===== config.mk =====
export PLATFORM = sky130hd
export DESIGN_NAME = supwd_rst_gen
export DESIGN_NICKNAME = d
export VERILOG_FILES = /design/src/rtl/supwd_pkg.sv /design/src/rtl/supwd_ck_edge.sv /design/src/rtl/supwd_hold_timer.sv /design/src/rtl/supwd_ramp.sv /design/src/rtl/supwd_rst_gen.sv
export SDC_FILE = /design/constraint.sdc
export NUM_CORES = 1
export LEC_CHECK = 0
export BUFFER_PORTS_ARGS = -buffer_cell sky130_fd_sc_hd__buf_2
export CORE_ASPECT_RATIO = 0.6
export CORE_UTILIZATION = 50
export CTS_CLUSTER_SIZE = 24
export DETAILED_ROUTE_END_ITERATION = 7
export PLACE_DENSITY = 0.67
export SLEW_MARGIN = 20
export SYNTH_ARGS = -nofsm -noshare
export SYNTH_HDL_FRONTEND = slang
export SYNTH_HIERARCHICAL = 1
export SYNTH_SLANG_ARGS = --single-unit

===== constraint.sdc =====
create_clock -name clk -period 3.44 [get_ports clk]
set_input_delay 0.516 -clock clk [delete_from_list [all_inputs] [get_ports clk]]
set_output_delay 0.516 -clock clk [all_outputs]
set_load 0.1 [all_outputs]

===== src/rtl/supwd_pkg.sv =====
package supwd_pkg;

    typedef enum logic [2:0] {
        ST_OFF,
        ST_HOLD,
        ST_DIS,
        ST_CHG,
        ST_WDR
    } supwd_st_e;

    typedef enum logic [2:0] {
        RAMP_KEEP,
        RAMP_CLR,
        RAMP_FULL,
        RAMP_UP,
        RAMP_DOWN
    } ramp_cmd_e;

    typedef struct packed {
        supwd_st_e st;
    } supwd_ctrl_s;

endpackage


===== src/rtl/supwd_ck_edge.sv =====
module supwd_ck_edge #(
    parameter int SYNC_STAGES = 2
) (
    input  logic clk,
    input  logic rst,
    input  logic ck_i,
    output logic fall_o
);
    // synchroniser stages plus one history flop for edge detection
    localparam int SH_W = SYNC_STAGES + 1;

    logic [SH_W-1:0] sh_d, sh_q;

    always_comb begin
        sh_d = {sh_q[SH_W-2:0], ck_i};
    end

    always_ff @(posedge clk) begin
        if (rst) sh_q <= '0;
        else     sh_q <= sh_d;
    end

    assign fall_o = sh_q[SH_W-1] & ~sh_q[SH_W-2];
endmodule


===== src/rtl/supwd_hold_timer.sv =====
module supwd_hold_timer #(
    parameter int COUNT = 1000
) (
    input  logic clk,
    input  logic rst,
    input  logic run_i,
    output logic done_o
);
    localparam int CW = (COUNT > 1) ? $clog2(COUNT + 1) : 1;

    logic [CW-1:0] cnt_d, cnt_q;

    always_comb begin
        cnt_d = run_i ? cnt_q + CW'(1) : '0;
    end

    always_ff @(posedge clk) begin
        if (rst) cnt_q <= '0;
        else     cnt_q <= cnt_d;
    end

    assign done_o = run_i && (cnt_q == CW'(COUNT - 1));
endmodule


===== src/rtl/supwd_ramp.sv =====
module supwd_ramp
    import supwd_pkg::*;
#(
    parameter int SPAN    = 2000,
    parameter int UP_STEP = 100,
    parameter int DN_STEP = 20,
    parameter int LW      = 11
) (
    input  logic          clk,
    input  logic          rst,
    input  ramp_cmd_e     cmd_i,
    output logic [LW-1:0] lvl_o,
    output logic          near_top_o,
    output logic          near_bot_o
);
    logic [LW-1:0] lvl_d, lvl_q;

    // one more step up reaches full; one more step down reaches empty
    assign near_top_o = lvl_q >= LW'(SPAN - UP_STEP);
    assign near_bot_o = lvl_q <= LW'(DN_STEP);

    always_comb begin
        lvl_d = lvl_q;
        case (cmd_i)
            RAMP_CLR:  lvl_d = '0;
            RAMP_FULL: lvl_d = LW'(SPAN);
            RAMP_UP:   lvl_d = near_top_o ? LW'(SPAN) : lvl_q + LW'(UP_STEP);
            RAMP_DOWN: lvl_d = near_bot_o ? '0 : lvl_q - LW'(DN_STEP);
            default:   lvl_d = lvl_q;
        endcase
    end

    always_ff @(posedge clk) begin
        if (rst) lvl_q <= '0;
        else     lvl_q <= lvl_d;
    end

    assign lvl_o = lvl_q;
endmodule


===== src/rtl/supwd_rst_gen.sv =====
module supwd_rst_gen
    import supwd_pkg::*;
#(
    parameter int TWR_CYC     = 20,
    parameter int TWD_CYC     = 100,
    parameter int TPR_CYC     = 1000,
    parameter int SYNC_STAGES = 2
) (
    input  logic clk,
    input  logic rst,
    input  logic sup_hi,
    input  logic sup_lo,
    input  logic sup_min,
    input  logic wd_ck,
    output logic rst_o,
    output logic rst_n_o
);
    // ramp spans TWR*TWD units: rising steps of TWD take TWR cycles,
    // falling steps of TWR take TWD cycles
    localparam int SPAN    = TWR_CYC * TWD_CYC;
    localparam int LVL_W   = $clog2(SPAN + 1);
    localparam int UP_STEP = TWD_CYC;
    localparam int DN_STEP = TWR_CYC;

    supwd_ctrl_s ctrl_d, ctrl_q;
    ramp_cmd_e   ramp_cmd;
    logic        hold_run, hold_done;
    logic        ck_fall, near_top, near_bot;
    logic        supply_bad, in_rst;
    logic [LVL_W-1:0] ramp_lvl;

    supwd_ck_edge #(.SYNC_STAGES(SYNC_STAGES)) u_edge (
        .clk    (clk),
        .rst    (rst),
        .ck_i   (wd_ck),
        .fall_o (ck_fall)
    );

    supwd_hold_timer #(.COUNT(TPR_CYC)) u_hold (
        .clk    (clk),
        .rst    (rst),
        .run_i  (hold_run),
        .done_o (hold_done)
    );

    supwd_ramp #(
        .SPAN    (SPAN),
        .UP_STEP (UP_STEP),
        .DN_STEP (DN_STEP),
        .LW      (LVL_W)
    ) u_ramp (
        .clk        (clk),
        .rst        (rst),
        .cmd_i      (ramp_cmd),
        .lvl_o      (ramp_lvl),
        .near_top_o (near_top),
        .near_bot_o (near_bot)
    );

    assign supply_bad = sup_lo || !sup_min;

    always_comb begin
        ctrl_d   = ctrl_q;
        ramp_cmd = RAMP_KEEP;
        hold_run = 1'b0;
        if (supply_bad) begin
            ctrl_d.st = ST_OFF;
            ramp_cmd  = RAMP_CLR;
        end else begin
            case (ctrl_q.st)
                ST_OFF: begin
                    ramp_cmd = RAMP_CLR;
                    if (sup_hi) ctrl_d.st = ST_HOLD;
                end
                ST_HOLD: begin
                    hold_run = 1'b1;
                    if (hold_done) begin
                        ctrl_d.st = ST_DIS;
                        ramp_cmd  = RAMP_FULL;
                    end
                end
                ST_DIS: begin
                    if (ck_fall) begin
                        ctrl_d.st = ST_CHG;
                    end else begin
                        ramp_cmd = RAMP_DOWN;
                        if (near_bot) ctrl_d.st = ST_WDR;
                    end
                end
                ST_CHG, ST_WDR: begin
                    ramp_cmd = RAMP_UP;
                    if (near_top) ctrl_d.st = ST_DIS;
                end
                default: ctrl_d.st = ST_OFF;
            endcase
        end
    end

    always_ff @(posedge clk) begin
        if (rst) ctrl_q.st <= ST_OFF;
        else     ctrl_q    <= ctrl_d;
    end

    assign in_rst  = supply_bad || !((ctrl_q.st == ST_DIS) || (ctrl_q.st == ST_CHG));
    assign rst_o   = in_rst;
    assign rst_n_o = !in_rst;
endmodule


==> metrics, run 1 <==
outcome=finished clean; Worst-Margin Slew=869.4 ps; first-pass GRT wire length=6044 µm; RSZ-0062 raised after global routing=no; worst flop-to-flop path startpoint=ctrl_q[2]; Max FO, Critical Path=9; Post-Synthesis Cells=197; Sum Neg Setup Slack=0 ps; NumNets Final=210; Hold Worst Slack=about 450 ps; Worst Reg-to-Reg Cells=11; Logic pwr share=0.033; clock latency on the worst-skew pair=about 270 ps; clk buf depth=2; Max Slew Vio Count=0; DIE AREA=3589 µm²; Clock Skews=2.975 ps; first-pass iteration count of the detailed router=4; Hold Crit Depth=2; Iteration-0 DRC Markers=between 150 and 200; switching share of total power=0.2229; final WL=approximately 3500 µm; CTS tree=done; post-cts resize count=0; wire length per cell=14.68 µm; worst reg2reg endpoint=u_ramp/lvl_o[6]; half-perimeter wire length after placement=2524 µm; Setup Viol. Count Final=0; Avg Cell Area, Syn=between 8 and 9 µm²; clock sinks=25; flop2flop setup slack=about 260 ps; vias in the first global route=between 1000 and 1500; post-layout minimum cycle time=between 3000 and 4000 ps; area grow syn2layout=4.488%; worst-case vdd ir drop=about 0.21 mV; via/cell ratio=6.154; critical path arrival=3380 ps; Layout Utilization=0.5785; fmax=314.5 MHz; Startpoint Class=flip-flop; Required @ worst endpoint=3640 ps; Core Region=3022 µm²; DIE WIDTH=approximately 77 µm; synth warn=6; clock network fraction of total power=0.368; commonest non-fill, non-tap cell in the layout=dfxtp_1; overall routing resource usage=0.2151; # DRC=0; Worst Hold Endpoint=u_edge/sh_q[0]; Final period util=0.9242; max cap viols=0; final hold vios=0; DP Area=1702 µm²; Net Switching=108.7 µW; final std cells w/o fill=~240; hold_sp=wd_ck; Leakage=0.0005961 µW; DR vias=around 1500; Int Power=approximately 380 µW; Relative slew margins=0.4143; P per Cell Area=278.9 nW/µm²; Rows=15; final instance area=1748 µm²; Critical Path End Type=flip-flop; Cells after DPL=237; largest net degree at the start of global routing=21; Syn Nets=just over 200; Starting Density=0.5536; Routability Congestion=0.8880; IO Count=8; Port Buffers=7; Routed Antenna Nets=0; Antenna diodes=0; most frequent cells in the layout=dfxtp_1 (25), nor2_1 (14), a21oi_1 (14); H-tree Lvls=1; number of CTS-inserted buffers=3; Sequential Power Share=0.599; clock slew at reported path FFs=roughly 90 ps; CP Class=reg2reg; Root Buffer=clkbuf_8; netlist area before placement=1673 µm²; post-CTS setup buffers=0; initial antenna violation count=0; Chip Height=46.81 µm; cts hold-fix bufs=0; GRT overflow=0; fraction of layout cells with a size suffix above 1=0.1759; Worst Hold Class=in2reg
layout make-up:
| cell class | instances | area [µm²] |
|---|---|---|
| repair buffers | 11 | 65.06 |
| well taps | 42 | 52.55 |
| fillers | 272 | 1274 |
| clock buffers | 3 | 41.29 |
| multi-input cells | 151 | 1054 |
| flip-flops and latches | 25 | 500.5 |
| inverters | 8 | 30.03 |
| clock inverters | 1 | 5.005 |
sequential cells by signal, indices dropped and copies added, names as in the netlist:
register      count
u_hold/cnt_q     10
u_ramp/lvl_o      9
ctrl_q            3
u_edge/sh_q       3
worst max-delay path, stage by stage, from the launching register on:
cell and delay (ps):
dfxtp_1 390, or3b_4 450, nor3b_1 300, nand4_1 140
nor4_1 260, o21ai_1 110, or2_2 280, a21oi_1 220
nor2_1 80, xor2_1 470, a22oi_1 180, a41oi_1 230
power groups by stage:
stage          Clock (µW)  Sequential (µW)  Combinational, µW
2_1_floorplan           0              298               10.8
3_3_place_gp            0              299               15.5
3_5_place_dp            0              299               16.0
4_1_cts               184              292               16.1
5_1_grt               197              293               17.4
6_report              179              292               16.2
through the flow:
stage	total power [µW]	setup WS, ps
2_1_floorplan	308.8	308.9
3_3_place_gp	314.4	298.8
3_5_place_dp	315.0	146.6
4_1_cts	492.4	301.6
5_1_grt	507.1	29.36
6_report	487.6	260.8
worst max-delay path by stage:
stage | from | to | slack, ps | cells after the start
after CTS | ctrl_q[2] | u_ramp/lvl_o[6] | 300 | 11
after global routing | ctrl_q[2] | u_ramp/lvl_o[5] | 30 | 11
after global placement | sup_lo | u_ramp/lvl_o[6] | 300 | 12
after detailed placement | sup_lo | u_ramp/lvl_o[6] | 150 | 12
after floorplan | sup_lo | u_ramp/lvl_o[3] | 310 | 11
final | ctrl_q[2] | u_ramp/lvl_o[6] | 260 | 11
layer usage:
metal	global-route usage	share of wire	wire length, µm	vias up
li1	-	-	-	736
met1	0.2951	0.51	1810	691
met2	0.3625	0.41	1460	54
met3	0.04660	0.072	256	2
met4	0.03462	0.0028	10	0
met5	0	0	0	-
Power figures use the tool's default switching activity.
==> run 2, diff against run 1 <==
--- a/config.mk
+++ b/config.mk
@@ -5,6 +5,7 @@
 export SDC_FILE = /design/constraint.sdc
 export NUM_CORES = 1
 export LEC_CHECK = 0
+export ABC_AREA = 1
 export BUFFER_PORTS_ARGS = -buffer_cell sky130_fd_sc_hd__buf_2
 export CORE_ASPECT_RATIO = 0.6
 export CORE_UTILIZATION = 50
==> metrics, run 2 <==
outcome=finished clean (unchanged); DR vias=1648 (was 1483); Relative slew margins=0.6805 (was 0.4143); Routed Antenna Nets=0 (unchanged); Avg Cell Area, Syn=6.136 µm² (was 8.492 µm²); largest net degree at the start of global routing=14 (was 21); CTS tree=done (unchanged); final std cells w/o fill=337 (was 241); gr busiest metal=met1 (was met2); worst setup margin=842.1 ps (was 260.8 ps); most frequent cells in the layout=nand2_1 (74), nor2_1 (45), inv_1 (42) (was dfxtp_1 (25), nor2_1 (14), a21oi_1 (14)); clock slew at reported path FFs=90 ps (about the same); met1 usage=0.3242 (was 0.2951); met3 Use GR=0.07619 (was 0.04660); max cap viols=0 (unchanged); Setup Viol. Count Final=0 (unchanged); post-layout minimum cycle time=2598 ps (was 3179 ps); RSZ-0062 raised after global routing=no (unchanged); Rows=16 (was 15); first-pass iteration count of the detailed router=4 (unchanged); cts hold-fix bufs=0 (unchanged); final hold vios=0 (unchanged); half-perimeter wire length after placement=2877 µm (was 2524 µm); DIE WIDTH=77.81 µm (was 76.68 µm); Routability Congestion=0.8874 (was 0.8880); Post-Synthesis Cells=281 (was 197); post-cts resize count=0 (unchanged); fraction of layout cells with a size suffix above 1=0.1370 (was 0.1759); Iteration-0 DRC Markers=110 (was 198); overall routing resource usage=0.2106 (was 0.2151); clock sinks=25 (unchanged); vias in the first global route=1285 (was 1302); clock latency on the worst-skew pair=270 ps (about the same); Sum Neg Setup Slack=0 ps (unchanged); area grow syn2layout=7.910% (was 4.488%); Final period util=0.7552 (was 0.9242); Port Buffers=7 (unchanged); Leakage=0.0008863 µW (was 0.0005961 µW); fmax=384.9 MHz (was 314.5 MHz); initial antenna violation count=0 (unchanged); Max Slew Vio Count=0 (unchanged); Top reg by flops=u_hold/cnt_q (unchanged); Chip Height=47.49 µm (was 46.81 µm); Cells after DPL=333 (was 237); Max FO, Critical Path=6 (was 9); Worst Hold Class=reg2reg (was in2reg); Root Buffer=clkbuf_8 (unchanged); Antenna diodes=0 (unchanged); Required @ worst endpoint=3660 ps (was 3640 ps); Pwr Total=509.9 µW (was 487.6 µW); flop2flop setup slack=840 ps (was 260 ps); clk buf depth=2 (unchanged); final WL=3648 µm (was 3538 µm); critical path arrival=2820 ps (was 3380 ps); commonest non-fill, non-tap cell in the layout=nand2_1 (was dfxtp_1); # DRC=0 (unchanged); Worst-Margin Slew=482.6 ps (was 869.4 ps); CP Class=reg2reg (unchanged); netlist area before placement=1724 µm² (was 1673 µm²); IO Count=8 (unchanged); Startpoint Class=flip-flop (unchanged); H-tree Lvls=1 (unchanged); Starting Density=0.5284 (was 0.5536); Critical Path End Type=flip-flop (unchanged); wire length per cell=10.82 µm (was 14.68 µm); met2 usage=0.2779 (was 0.3625); post-CTS setup buffers=0 (unchanged); Place WS=795.0 ps (was 146.6 ps); first-pass GRT wire length=5892 µm (was 6044 µm); Clock Skews=12.39 ps (was 2.975 ps); Core Region=3263 µm² (was 3022 µm²); number of CTS-inserted buffers=3 (unchanged); Hold Worst Slack=410.0 ps (was 450.9 ps); NumNets Final=303 (was 210); GRT overflow=0 (unchanged); worst-case vdd ir drop=0.1420 mV (was 0.2111 mV); via/cell ratio=4.890 (was 6.154); P per Cell Area=274.1 nW/µm² (was 278.9 nW/µm²); DIE AREA=3695 µm² (was 3589 µm²); Syn Nets=291 (was 207); synth warn=6 (unchanged); Largest register FFs=10 (unchanged)
## run 2: cell types whose count changed in the layout (fill, tap and decap cells not counted), moves of 8 or more
cell,before,now
nand3_1,7,31
inv_1,8,42
nor2_1,14,45
nand2_1,12,74
a21oi_1,14,6
inv_2,0,8
## run 2: cell type report
| class | count | area [µm²] |
|---|---|---|
| clock buffers | 4 | 45.04 |
| fillers | 341 | 1403 |
| inverters | 50 | 187.7 |
| multi-input cells | 206 | 1036 |
| flip-flops and latches | 25 | 500.5 |
| well taps | 45 | 56.30 |
| repair buffers | 7 | 35.03 |
## run 2: worst max-delay path: stages (launching register included)
cell,delay [ps]
dfxtp_1,420
inv_2,70
nor2_2,120
inv_1,70
nor3_1,300
nand4_1,150
nor3b_2,210
a31oi_1,110
nor2_1,130
inv_1,80
nor2_1,320
nand2_1,160
nand3_1,110
o21ai_0,90
nand3_1,100
nand2_1,50
inv_1,60
## run 2: power breakdown
group	internal [µW]	total [µW]	switching, µW
Clock	82.8	175	92.1
Sequential	292	295	2.90
Combinational	13.6	40.0	26.4
## run 2: final timing paths
| path | from | to | cells after the start |
|---|---|---|---|
| setup / recovery | ctrl_q[0] | u_ramp/lvl_o[6] | 16 |
| hold reg to reg | u_edge/sh_q[0] | u_edge/sh_q[1] | 2 |
| setup reg to reg | ctrl_q[0] | u_ramp/lvl_o[6] | 16 |
| hold / removal | u_edge/sh_q[0] | u_edge/sh_q[1] | 2 |
## run 2: layer usage
metal,vias to the layer above,part of all wire
met5,-,0
met4,0,0.0038
met3,2,0.093
met2,44,0.35
met1,711,0.55
li1,891,-
## run 2: metrics by stage
step | util | instance area (µm²)
floorplan | - | 1724
global placement | 0.5564 | 1815
detailed placement | 0.5564 | 1815
CTS | 0.5702 | 1861
global route | 0.5702 | 1861
finish | 0.5702 | 1861
